`src/rtl/irq_accept_seq.sv`:
```
module irq_accept_seq #(
  parameter int VA_W       = 20,
  parameter int SP_W       = 16,
  parameter int BASE_CYC   = 18,
  parameter int NARROW_CYC = 20,
  parameter int LEN_W      = $clog2(NARROW_CYC + 3)
) (
  input  logic            clk,
  input  logic            rst,
  input  logic            req_valid,
  input  logic [2:0]      req_class,
  input  logic [2:0]      req_level,
  input  logic            instr_done,
  input  logic [VA_W-1:0] vec_addr,
  input  logic [SP_W-1:0] sp,
  input  logic            bus8,
  output logic            busy,
  output logic [LEN_W-1:0] seq_len,
  output logic [2:0]      ipl,
  output logic            handler_start
);

  localparam logic [2:0] C_MASK = 3'd0;
  localparam logic [2:0] C_NMI  = 3'd2;
  localparam logic [2:0] C_WDT  = 3'd3;
  localparam logic [2:0] C_AMAT = 3'd4;
  localparam logic [2:0] C_DBG  = 3'd5;
  localparam logic [2:0] C_STEP = 3'd6;

  typedef enum logic [1:0] {S_IDLE, S_WAIT, S_SEQ, S_DONE} st_t;

  st_t             st;
  logic [LEN_W-1:0] len_d, len_q, cnt;
  logic [2:0]      cls_q, lvl_q;

  always_comb begin
    if (bus8) len_d = LEN_W'(NARROW_CYC);
    else      len_d = LEN_W'(BASE_CYC) + LEN_W'(vec_addr[0]) + LEN_W'(sp[0]);
    case (req_class)
      C_DBG:          len_d = len_d + LEN_W'(2);
      C_AMAT, C_STEP: len_d = len_d + LEN_W'(1);
      default:        ;
    endcase
  end

  always_ff @(posedge clk) begin
    if (rst) begin
      st    <= S_IDLE;
      ipl   <= '0;
      cnt   <= '0;
      len_q <= '0;
      cls_q <= '0;
      lvl_q <= '0;
    end else begin
      case (st)
        S_IDLE: if (req_valid) begin
          cls_q <= req_class;
          lvl_q <= req_level;
          len_q <= len_d;
          st    <= S_WAIT;
        end
        S_WAIT: if (instr_done) begin
          cnt <= len_q - LEN_W'(1);
          st  <= S_SEQ;
        end
        S_SEQ: if (cnt == '0) begin
          st <= S_DONE;
          if (cls_q == C_MASK)                        ipl <= lvl_q;
          else if (cls_q == C_NMI || cls_q == C_WDT)  ipl <= 3'd7;
        end else begin
          cnt <= cnt - LEN_W'(1);
        end
        default: st <= S_IDLE;
      endcase
    end
  end

  assign busy          = (st != S_IDLE);
  assign handler_start = (st == S_DONE);
  assign seq_len       = len_q;

endmodule

```
`config.mk`:
```
export PLATFORM = sky130hd
export DESIGN_NAME = irq_accept_seq
export DESIGN_NICKNAME = d
export VERILOG_FILES = /design/src/rtl/irq_accept_seq.sv
export SDC_FILE = /design/constraint.sdc
export NUM_CORES = 1
export LEC_CHECK = 0
export BUFFER_PORTS_ARGS = -buffer_cell sky130_fd_sc_hd__buf_2
export CORE_MARGIN = 2
export CORE_UTILIZATION = 40
export CTS_CLUSTER_DIAMETER = 200
export DETAILED_ROUTE_END_ITERATION = 6
export PLACE_DENSITY_LB_ADDON = 0.1
export SLEW_MARGIN = 20
export SYNTH_ARGS = -nofsm -noshare
export SYNTH_HDL_FRONTEND = slang
export SYNTH_SLANG_ARGS = --single-unit
```
`constraint.sdc`:
```
create_clock -name clk -period 2.15 [get_ports clk]
set_input_delay 0.43 -clock clk [delete_from_list [all_inputs] [get_ports clk]]
set_output_delay 0.43 -clock clk [all_outputs]
set_load 0.05 [all_outputs]
```
; ---- After elaboration in Yosys (flattened, before gate mapping)
; Index checks and enable logic that the tools add are counted.
[word_totals]
regBits = 21
wordCells = 47
[op_classes]
n_addsub = 6
muxes = 11
reduce_logical = 12
eq_ne = 12
[ops]
columns = op, n
row1 = 5-bit case mux with 2 select lines, 2
row2 = 5-bit 2-to-1 mux, 3
row3 = 5-bit by 1-bit subtractor with 5-bit output (second input constant), 2
row4 = 3-bit == test (second input constant), 3
row5 = 3-bit AND reduction, 3
row6 = 2-bit inequality test (second input constant), 4
row7 = 3-bit by 2-bit == test with 1-bit output (second input constant), 2
row8 = 2-bit 2-to-1 mux, 3
row9 = 3-bit 2-to-1 mux, 2
row10 = 2-bit case mux with 3 select lines, 1
row11 = 2-bit nonzero test, 3
row12 = 5-bit by 1-bit adder with 5-bit output, 1
row13 = 5-bit by 1-bit adder with 5-bit output (first input constant), 1
row14 = 5-bit by 1-bit adder with 5-bit output (second input constant), 1
row15 = 5-bit by 2-bit adder with 5-bit output (second input constant), 1
row16 = 5-bit logical NOT, 1
row17 = 2-bit == test (second input constant), 2
row18 = 3-bit logical NOT, 1
row19 = 2-bit by 1-bit == test with 1-bit output (second input constant), 1
row20 = 2-bit logical NOT, 1
row21 = 2-bit AND reduction, 1
row22 = 2-bit OR reduction, 1
row23 = 1-bit logical OR, 1

; ---- Longest topological paths before layout
; Gate-level depths: netlist (run 1).
[depth]
depth_word = 5
depth_mapped = 9

; ---- Least setup slack after synthesis (run 1)
; Ideal clock, no wire load.
[synth_path]
path_kind = reg-to-reg
start = register st[0]
end = register cnt[4]
t_arrival_ps = 2084
stages_incl_launch_ff = 10
setup_slack_ps = -26
period_less_slack_ps = 2176
path_cell_list = dfxtp_1 -> inv_1 -> ha_1 -> buf_2 -> mux2i_1 -> ha_1 -> or3b_1 -> o21ai_0 -> a21oi_1 -> o32ai_1
[synth_via]
elab_chain_len = 3
[synth_lines]
columns = item, line
row1 = start: declaration, 32  ; st_t st;
row2 = start signal: assignment, 48  ; st <= S_IDLE;
row3 = start signal: assignment, 60  ; st <= S_WAIT;
row4 = start signal: assignment, 64  ; st <= S_SEQ;
row5 = 2-bit == test / 2-bit by 1-bit == test with 1-bit output (equally long branches), 55  ; case (st)
row6 = 2-bit inequality test (no source line) / 2-bit nonzero test (equally long branches), n/a
row7 = 3-bit AND reduction (no source line), n/a
row8 = end signal: assignment, 63  ; cnt <= len_q - LEN_W'(1);
row9 = end signal: assignment, 71  ; cnt <= cnt - LEN_W'(1);
row10 = end: declaration, 33  ; logic [LEN_W-1:0] len_d, len_q, cnt;
; Parallel ways exist; a longest one is shown, timed or not.
; A chain may end at the register's enable or synchronous reset.

; ---- Worst setup path in the final report (run 1)
; Same ends and word-level chain as after synthesis.

==> flow_summary_export.csv, run 1 <==
group,metric,value,unit
synth,yosysWarnings,0,
worst_hold_path,worstHoldEndpoint,"lvl_q[1]$_SDFFE_PP0P_",
detailed_routing,drc,0,
cts,cts_tree,"done",
final_layout,final_cells,197,
sta,setup_violations,0,
placement,dpl-instance-area,1310,µm²
cts,clock_latency,300,ps
final_layout,diodes,0,
sta,hold_viol,0,
global_routing,grtUsageTotal,16.77,%
critical_path,reg2regPathDepth,8,
sta,fin_crit_sh,94.38,%
critical_path,r2r_start,"st[0]$_SDFFE_PP0P_",
floorplanning,core,2710,µm²
synth,synth_area,1115,µm²
global_routing,grt_pass1_vias,950,
detailed_routing,wl_per_cell,13.10,µm
sta,fin_tns_setup,0,ps
cts,cts_buffers,3,
synth,ys.flop_type,"dfxtp_1",
synth,yosys.area.top_type,"dfxtp_1",
detailed_routing,first_pass_iters,4,
final_layout,synthToLayoutAreaGrowth,23.23,%
synth,synth-edff-count,0,
cts,clockBufferDepth,2,
synth,ys_seq_area_share,37.71,%
power,powerDensity,1477,nW/µm²
detailed_routing,ant_nets,0,
cts,clkTransAtPathRegs,120,ps
cts,h-tree-depth,1,
worst_hold_path,hold_path_startpoint,"req_level[1]",
critical_path,ff2ff_setup_slack,120,ps
cts,clockRootBuffer,"clkbuf_4",
placement,place_ws,38.69,ps
sta,maxSlewHeadroom,64.66,%
sta,rsz0062_at_grt,"no",
critical_path,cp-end-kind,"flop",
critical_path,cp_data_required_time,2340,ps
synth,syn_inst,135,
final_layout,nets,220,
placement,io_buffers,22,
sta,fmax,492.8,MHz
floorplanning,die_h,56.79,µm
floorplanning,rows,19,
worst_hold_path,hold_depth,3,
power,ir_drop,1.071,mV
detailed_routing,vias,1061,
critical_path,cp-start-kind,"flop",
detailed_routing,vias_per_cell,5.386,
synth,syn_area_per_cell,8.258,µm²
cts,clkSinkCount,21,
global_routing,grt_pass1_wl,4236,µm
critical_path,reg2reg_to,"cnt[4]$_SDFFE_PP0P_",
synth,synth_area_leaders,"dfxtp_1, ha_1, nand2_1",
final_layout,most-common-layout-cells,"buf_2, dfxtp_1, nand2_1",
sta,skew,4.615,ps
synth,synth-seq-cells,21,
critical_path,worstPathArrival,2220,ps
sta,maxSlewViolCount,0,
floorplanning,start_util,41.14,%
worst_hold_path,hp-class,"in2reg",
global_routing,grt_max_degree,23,
critical_path,crit_type,"reg2reg",
floorplanning,ioPinCount,57,
run_status,run_status,"completed",
floorplanning,die_w,56.79,µm
power,p_leak,0.5775,nW
global_routing,gr-total-overflow,0,
placement,dpl.hpwl,1919,µm
power,p_total,2.029,mW
critical_path,critPathMaxFanout,6,
final_layout,drive_above_1_share,25.30,%
sta,fin_crit,2029,ps
final_layout,final_common_cell,"buf_2",
detailed_routing,finalWirelength,2580,µm
detailed_routing,first_iter_violations,39,
final_layout,fin_area,1374,µm²
floorplanning,die_area,3225,µm²
synth,ys_async_sr_fraction,0,%
placement,dp.cells,191,
global_routing,antenna_found_initial,0,
sta,setup_slack,120.8,ps
sta,timing_worst_slew_pin_value,527.6,ps
synth,synth_top_area_share,37.71,%
synth,synth.distinct_cells,38,
job,maxCapViolations,0,
placement,gp_congestion,0.7874,
synth,synth_nets,188,
metal layers:
metal	share of wire, %	GRT usage (%)
met5	0	0
met2	46	27.74
met1	48	21.53
met4	0.54	7.309
met3	4.8	2.535
state kept, by name, indices dropped and copies added (netlist names):
signal / count
st: 2
cls_q: 3
ipl: 3
lvl_q: 3
seq_len: 5
cnt: 5
worst max-delay path by stage:
stage	endpoint	depth (start not counted)	slack (ps)	startpoint
after floorplan	cnt[4]$_SDFFE_PP0P_	9	40	st[0]$_SDFFE_PP0P_
after global placement	cnt[4]$_SDFFE_PP0P_	8	70	st[0]$_SDFFE_PP0P_
after detailed placement	cnt[4]$_SDFFE_PP0P_	8	40	st[0]$_SDFFE_PP0P_
after CTS	cnt[4]$_SDFFE_PP0P_	8	70	st[0]$_SDFFE_PP0P_
after global routing	cnt[4]$_SDFFE_PP0P_	8	10	st[0]$_SDFFE_PP0P_
final	cnt[4]$_SDFFE_PP0P_	8	120	st[0]$_SDFFE_PP0P_
power breakdown:
| group | internal, mW | switching, mW |
|---|---|---|
| clock | 0.0694 | 0.124 |
| sequential | 0.511 | 0.139 |
| combinational | 0.483 | 0.702 |
critical path: stages (launching register included):
cell	delay (ps)
dfxtp_1	340
inv_1	110
ha_4	210
mux2i_4	250
ha_2	220
or3b_1	370
and3b_1	180
a31oi_1	160
o32ai_1	90
final cells by class:
cell class                      instances  area (µm²)
Clock buffer                            3       22.52
Fill cell                             276        1336
Clock inverter                          1       5.005
Multi-Input combinational cell        102       675.6
Tap cell                               31       38.79
Timing Repair Buffer                   32       185.2
Sequential cell                        21       420.4
Inverter                                7       26.28
stage by stage:
stage | utilization, % | hold slack [ps]
after detailed placement | 48.34 | 450.6
after global routing | 50.69 | 348.8
after CTS | 49.45 | 337.0
after global placement | 48.34 | 445.0
final | 50.69 | 350.2
after floorplan | - | 436.5
Yosys cell counts (all sizes together), types with 3 or more instances:
cell type / count
a211oi: 3
a21oi: 12
a31oi: 3
clkbuf: 4
dfxtp: 21
ha: 6
inv: 7
mux2i: 3
nand2: 17
nor2: 12
nor2b: 6
nor3: 5
o21ai: 6
what timing repair did:
item,CTS,global route
endpoints found under the setup margin,1,1
setup buffers,0,2
pin swaps,0,0
hold buffers,0,0
gates resized for setup,1,3
logic make-up (layout without fill, tap and decap cells):
logic type / count (synthesis) / after routing / synth area share [%]
flip-flops: 21 / 21 / 37.71
multiplexers: 3 / 3 / 2.694
AO/OA/AOI/OAI: 35 / 35 / 20.54
buffers and inverters: 12 / 43 / 4.152
XOR/XNOR: 2 / 2 / 1.572
AND/OR/NAND/NOR: 56 / 56 / 26.60
adder cells (fa/ha/maj): 6 / 6 / 6.734
Power figures use the tool's default switching activity.
==> run 2, diff against run 1 <==
CAP_MARGIN = 20   (was not set)
MAX_ROUTING_LAYER = met4   (was not set)
==> run 2 against run 1 <==
  * Clock power hardly changed
  * Via count is essentially flat
  * Cell count unchanged
  * Register-to-register slack hardly changed
  * Setup slack gained 1.1 ps
  * Critical path type unchanged
==> flow_summary_export.csv, run 2 (synthesized netlist as in run 1, its figures left out) <==
group,metric,value,unit
sta,fin_tns_setup,0,ps
floorplanning,rows,19,
floorplanning,core,2710,µm²
power,p_total,2.027,mW
critical_path,r2r_start,"st[0]$_SDFFE_PP0P_",
final_layout,diodes,0,
global_routing,grt_pass1_wl,4236,µm
floorplanning,die_area,3225,µm²
cts,h-tree-depth,1,
critical_path,cp-start-kind,"flop",
cts,clkTransAtPathRegs,120,ps
sta,maxSlewHeadroom,65.00,%
cts,clockBufferDepth,2,
final_layout,most-common-layout-cells,"buf_2, dfxtp_1, nand2_1",
detailed_routing,drc,0,
global_routing,gr-total-overflow,0,
final_layout,synthToLayoutAreaGrowth,23.23,%
sta,maxSlewViolCount,0,
critical_path,critPathMaxFanout,6,
cts,hold_buffers,0,
global_routing,grt_pass1_vias,949,
sta,fmax,493.1,MHz
cts,cts_tree,"done",
critical_path,crit_start,"st[0]$_SDFFE_PP0P_",
final_layout,drive_above_1_share,25.30,%
critical_path,cp_data_required_time,2340,ps
sta,rsz0062_at_grt,"no",
placement,gp_congestion,0.7984,
cts,cts_buffers,3,
final_layout,nets,220,
placement,dp.cells,191,
placement,io_buffers,22,
detailed_routing,vias,1062,
critical_path,crit_type,"reg2reg",
detailed_routing,first_iter_violations,37,
power,powerDensity,1475,nW/µm²
final_layout,final_common_cell,"buf_2",
detailed_routing,wl_per_cell,13.02,µm
power,ir_drop,1.068,mV
sta,whs,349.0,ps
detailed_routing,ant_nets,0,
cts,clkSinkCount,21,
floorplanning,die_h,56.79,µm
sta,setup_violations,0,
floorplanning,ioPinCount,57,
floorplanning,die_w,56.79,µm
global_routing,antenna_found_initial,0,
detailed_routing,finalWirelength,2565,µm
sta,fin_crit_sh,94.33,%
detailed_routing,first_pass_iters,4,
sta,skew,3.692,ps
job,maxCapViolations,0,
sta,fin_crit,2028,ps
sta,hold_viol,0,
cts,clockRootBuffer,"clkbuf_4",
floorplanning,start_util,41.14,%
final_layout,final_cells,197,
critical_path,cp-end-kind,"flop",
power,p_leak,0.5775,nW
sta,timing_worst_slew_pin_value,522.5,ps
worst_hold_path,hold_path_startpoint,"req_level[1]",
run_status,run_status,"completed",
placement,dpl.hpwl,1919,µm
global_routing,grtUsageTotal,17.23,%
worst_hold_path,hp-class,"in2reg",
global_routing,grt_max_degree,23,
final_layout,utilization,50.69,%
critical_path,worstPathArrival,2220,ps
detailed_routing,vias_per_cell,5.391,
cts,clock_latency,300,ps
run 2: per-stage QoR:
step | area [µm²] | setup slack (ps)
2_1_floorplan | 1124 | 35.45
3_3_place_gp | 1310 | 68.65
6_report | 1374 | 121.9
3_5_place_dp | 1310 | 38.69
4_1_cts | 1340 | 67.18
5_1_grt | 1374 | 13.56
run 2: path summary, 6_finish.rpt:
| path | endpoint | slack (ps) | cells after the start |
|---|---|---|---|
| hold / removal | lvl_q[1]$_SDFFE_PP0P_ | 350 | 3 |
| setup reg to reg | cnt[4]$_SDFFE_PP0P_ | 120 | 8 |
| setup / recovery | cnt[4]$_SDFFE_PP0P_ | 120 | 8 |
| hold reg to reg | cls_q[2]$_SDFFE_PP0P_ | 460 | 2 |
run 2: metal layers:
layer	routed length (µm)	global-route usage, %
met1	1234	21.53
met2	1195	27.74
met3	120	2.535
met4	14	7.309
met5	0	-
run 2: worst max-delay path, stage by stage (launching register included):
cell	delay, ps
dfxtp_1	340
inv_1	110
ha_4	200
mux2i_4	250
ha_2	220
or3b_1	370
and3b_1	180
a31oi_1	160
o32ai_1	90
run 2: timing repair:
action / in CTS / in global routing
endpoints found under the setup margin: 1 / 1
gates resized for setup: 1 / 3
cloned: 0 / 0
setup buffers: 0 / 2
run 2: power by group:
part | internal [mW] | switching [mW] | total, mW | leakage (nW)
clock | 0.0694 | 0.125 | 0.194 | 0.0177
combinational | 0.483 | 0.699 | 1.18 | 0.388
sequential | 0.511 | 0.139 | 0.650 | 0.172
total | 1.06 | 0.963 | 2.03 | 0.578
run 2: area by class of cell:
class	count	area, µm²
fill	276	1336
multi-input combinational	102	675.6
sequential	21	420.4
timing repair buffer	32	185.2
tap	31	38.79
inverter	7	26.28
clock buffer	3	22.52
clock inverter	1	5.005
==> run 3, diff against run 2 <==
CORE_ASPECT_RATIO = 2   (was not set)
==> run 3 against run 2 <==
  * Routed wire length is 5.4% higher
  * Worst hold slack improved by 50 ps
  * Clock skew hardly changed
  * Sequential power about the same
  * Combinational power about the same
  * Cell count down 2.0%
  * Setup slack worse by 12 ps
  * Global-route usage increased by 2.2 points
  * Utilization barely moved
  * Maximum frequency decreased by 0.61%
==> flow_summary_export.csv, run 3 (synthesized netlist as in run 1, its figures left out) <==
group,metric,value,unit
run_status,run_status,"completed",
sta,fin_crit_sh,94.91,%
detailed_routing,first_iter_violations,7,
power,powerDensity,1515,nW/µm²
critical_path,cpMaxStageDelayCell,"or3b_4",
critical_path,r2r_start,"st[0]$_SDFFE_PP0P_",
sta,whs,399.5,ps
cts,clockRootBuffer,"clkbuf_8",
global_routing,antenna_found_initial,0,
sta,fin_crit,2041,ps
detailed_routing,finalWirelength,2703,µm
power,p_leak,0.5717,nW
global_routing,grt_max_degree,23,
cts,cts_tree,"done",
floorplanning,die_h,78.66,µm
cts,h-tree-depth,1,
critical_path,cp-end-kind,"flop",
final_layout,most-common-layout-cells,"buf_2, dfxtp_1, nand2_1",
critical_path,cp_num_buf_inv,1,
critical_path,cp-start-kind,"flop",
floorplanning,start_util,41.25,%
global_routing,gr-total-overflow,0,
floorplanning,ioPinCount,57,
cts,clkTransAtPathRegs,80,ps
placement,io_buffers,22,
final_layout,final_cells,193,
cts,hold_buffers,0,
critical_path,critPathMaxFanout,4,
sta,fin_tns_setup,0,ps
sta,maxSlewViolCount,0,
critical_path,cp_slowest_stage_delay,390,ps
sta,maxSlewHeadroom,64.35,%
cts,clkSinkCount,21,
final_layout,nets,218,
detailed_routing,first_pass_iters,4,
final_layout,utilization,50.69,%
detailed_routing,vias_per_cell,5.456,
global_routing,grtUsageTotal,19.42,%
detailed_routing,vias,1053,
sta,skew,3.400,ps
detailed_routing,ant_nets,0,
final_layout,drive_above_1_share,26.22,%
sta,timing_worst_slew_pin_value,534.8,ps
critical_path,worstPathArrival,2210,ps
sta,hold_viol,0,
placement,dpl.hpwl,2047,µm
critical_path,critPathTopFamily,"compound AO/OA/AOI/OAI gates",
placement,gp_congestion,0.6873,
final_layout,multi_input_area,669.4,µm²
global_routing,grt_pass1_wl,4333,µm
job,maxCapViolations,0,
placement,dp.cells,188,
floorplanning,rows,27,
final_layout,n_fill_cell,277,
cts,cts_buffers,3,
floorplanning,die_area,3251,µm²
floorplanning,die_w,41.33,µm
sta,rsz0062_at_grt,"no",
sta,fmax,490.1,MHz
final_layout,regArea,421.7,µm²
final_layout,final_common_cell,"buf_2",
worst_hold_path,hold_path_startpoint,"req_level[0]",
sta,setup_violations,0,
critical_path,crit_chain,"inv_2, ha_4, mux2i_2, ha_2, or3b_4, o21ai_1, a21oi_1, o32ai_1",
power,ir_drop,0.6323,mV
detailed_routing,drc,0,
floorplanning,core,2703,µm²
global_routing,grt_pass1_vias,1076,
worst_hold_path,hp-class,"in2reg",
cts,clockBufferDepth,2,
critical_path,crit_type,"reg2reg",
final_layout,synthToLayoutAreaGrowth,22.90,%
cts,clock_latency,260,ps
final_layout,diodes,0,
critical_path,cp_data_required_time,2320,ps
detailed_routing,wl_per_cell,14.01,µm
critical_path,crit_start,"st[0]$_SDFFE_PP0P_",
==> run 3: cell count changes in the layout (fill, tap and decap cells not counted), sizes merged <==
cell / before / now
buf: 32 / 30
==> run 3: area by class of cell <==
| class | instances | area share [%] |
|---|---|---|
| inverters | 7 | 1.918 |
| flip-flops and latches | 21 | 30.78 |
| well taps | 29 | 2.648 |
| clock buffers | 3 | 3.014 |
| multi-input cells | 102 | 48.86 |
| clock inverters | 1 | 0.3653 |
| repair buffers | 30 | 12.42 |
==> run 3: per-stage QoR <==
stage | total power, mW | setup WS [ps] | cell area [µm²]
finish | 2.076 | 109.4 | 1370
detailed placement | 1.777 | -12.43 | 1300
global placement | 1.750 | 47.02 | 1300
CTS | 2.042 | 2.701 | 1349
global route | 2.231 | 8.417 | 1370
floorplan | 1.457 | 35.45 | 1124
==> run 3: what timing repair did <==
item	in CTS	in global routing
pin swaps	0	2
setup buffers	0	1
setup endpoints to repair	1	1
resized for setup	1	5
==> run 3: path summary, 6_finish.rpt <==
kind	endpoint	slack [ps]	cells after the start
worst max register to register	cnt[4]$_SDFFE_PP0P_	110	8
worst max-delay path	cnt[4]$_SDFFE_PP0P_	110	8
worst min register to register	lvl_q[1]$_SDFFE_PP0P_	460	2
worst min-delay path	lvl_q[0]$_SDFFE_PP0P_	400	3
==> run 3: power breakdown <==
part | total [mW] | internal [mW] | leakage [nW] | switching, mW
clock | 0.258 | 0.129 | 0.0255 | 0.129
combinational | 1.17 | 0.472 | 0.374 | 0.697
sequential | 0.649 | 0.514 | 0.172 | 0.135
==> run 3: layer usage <==
layer / track usage (%) / routed length, µm
met5: - / 0
met4: 6.774 / 46
met3: 2.542 / 55
met2: 35.63 / 1562
met1: 18.57 / 1039
==> run 3: worst min-delay path, delay by kind of cell <==
kind | cells | cell delay (ps)
buffers and inverters | 1 | 90
AOI/OAI and AO/OA | 1 | 50
and+or+nand+nor | 1 | 40
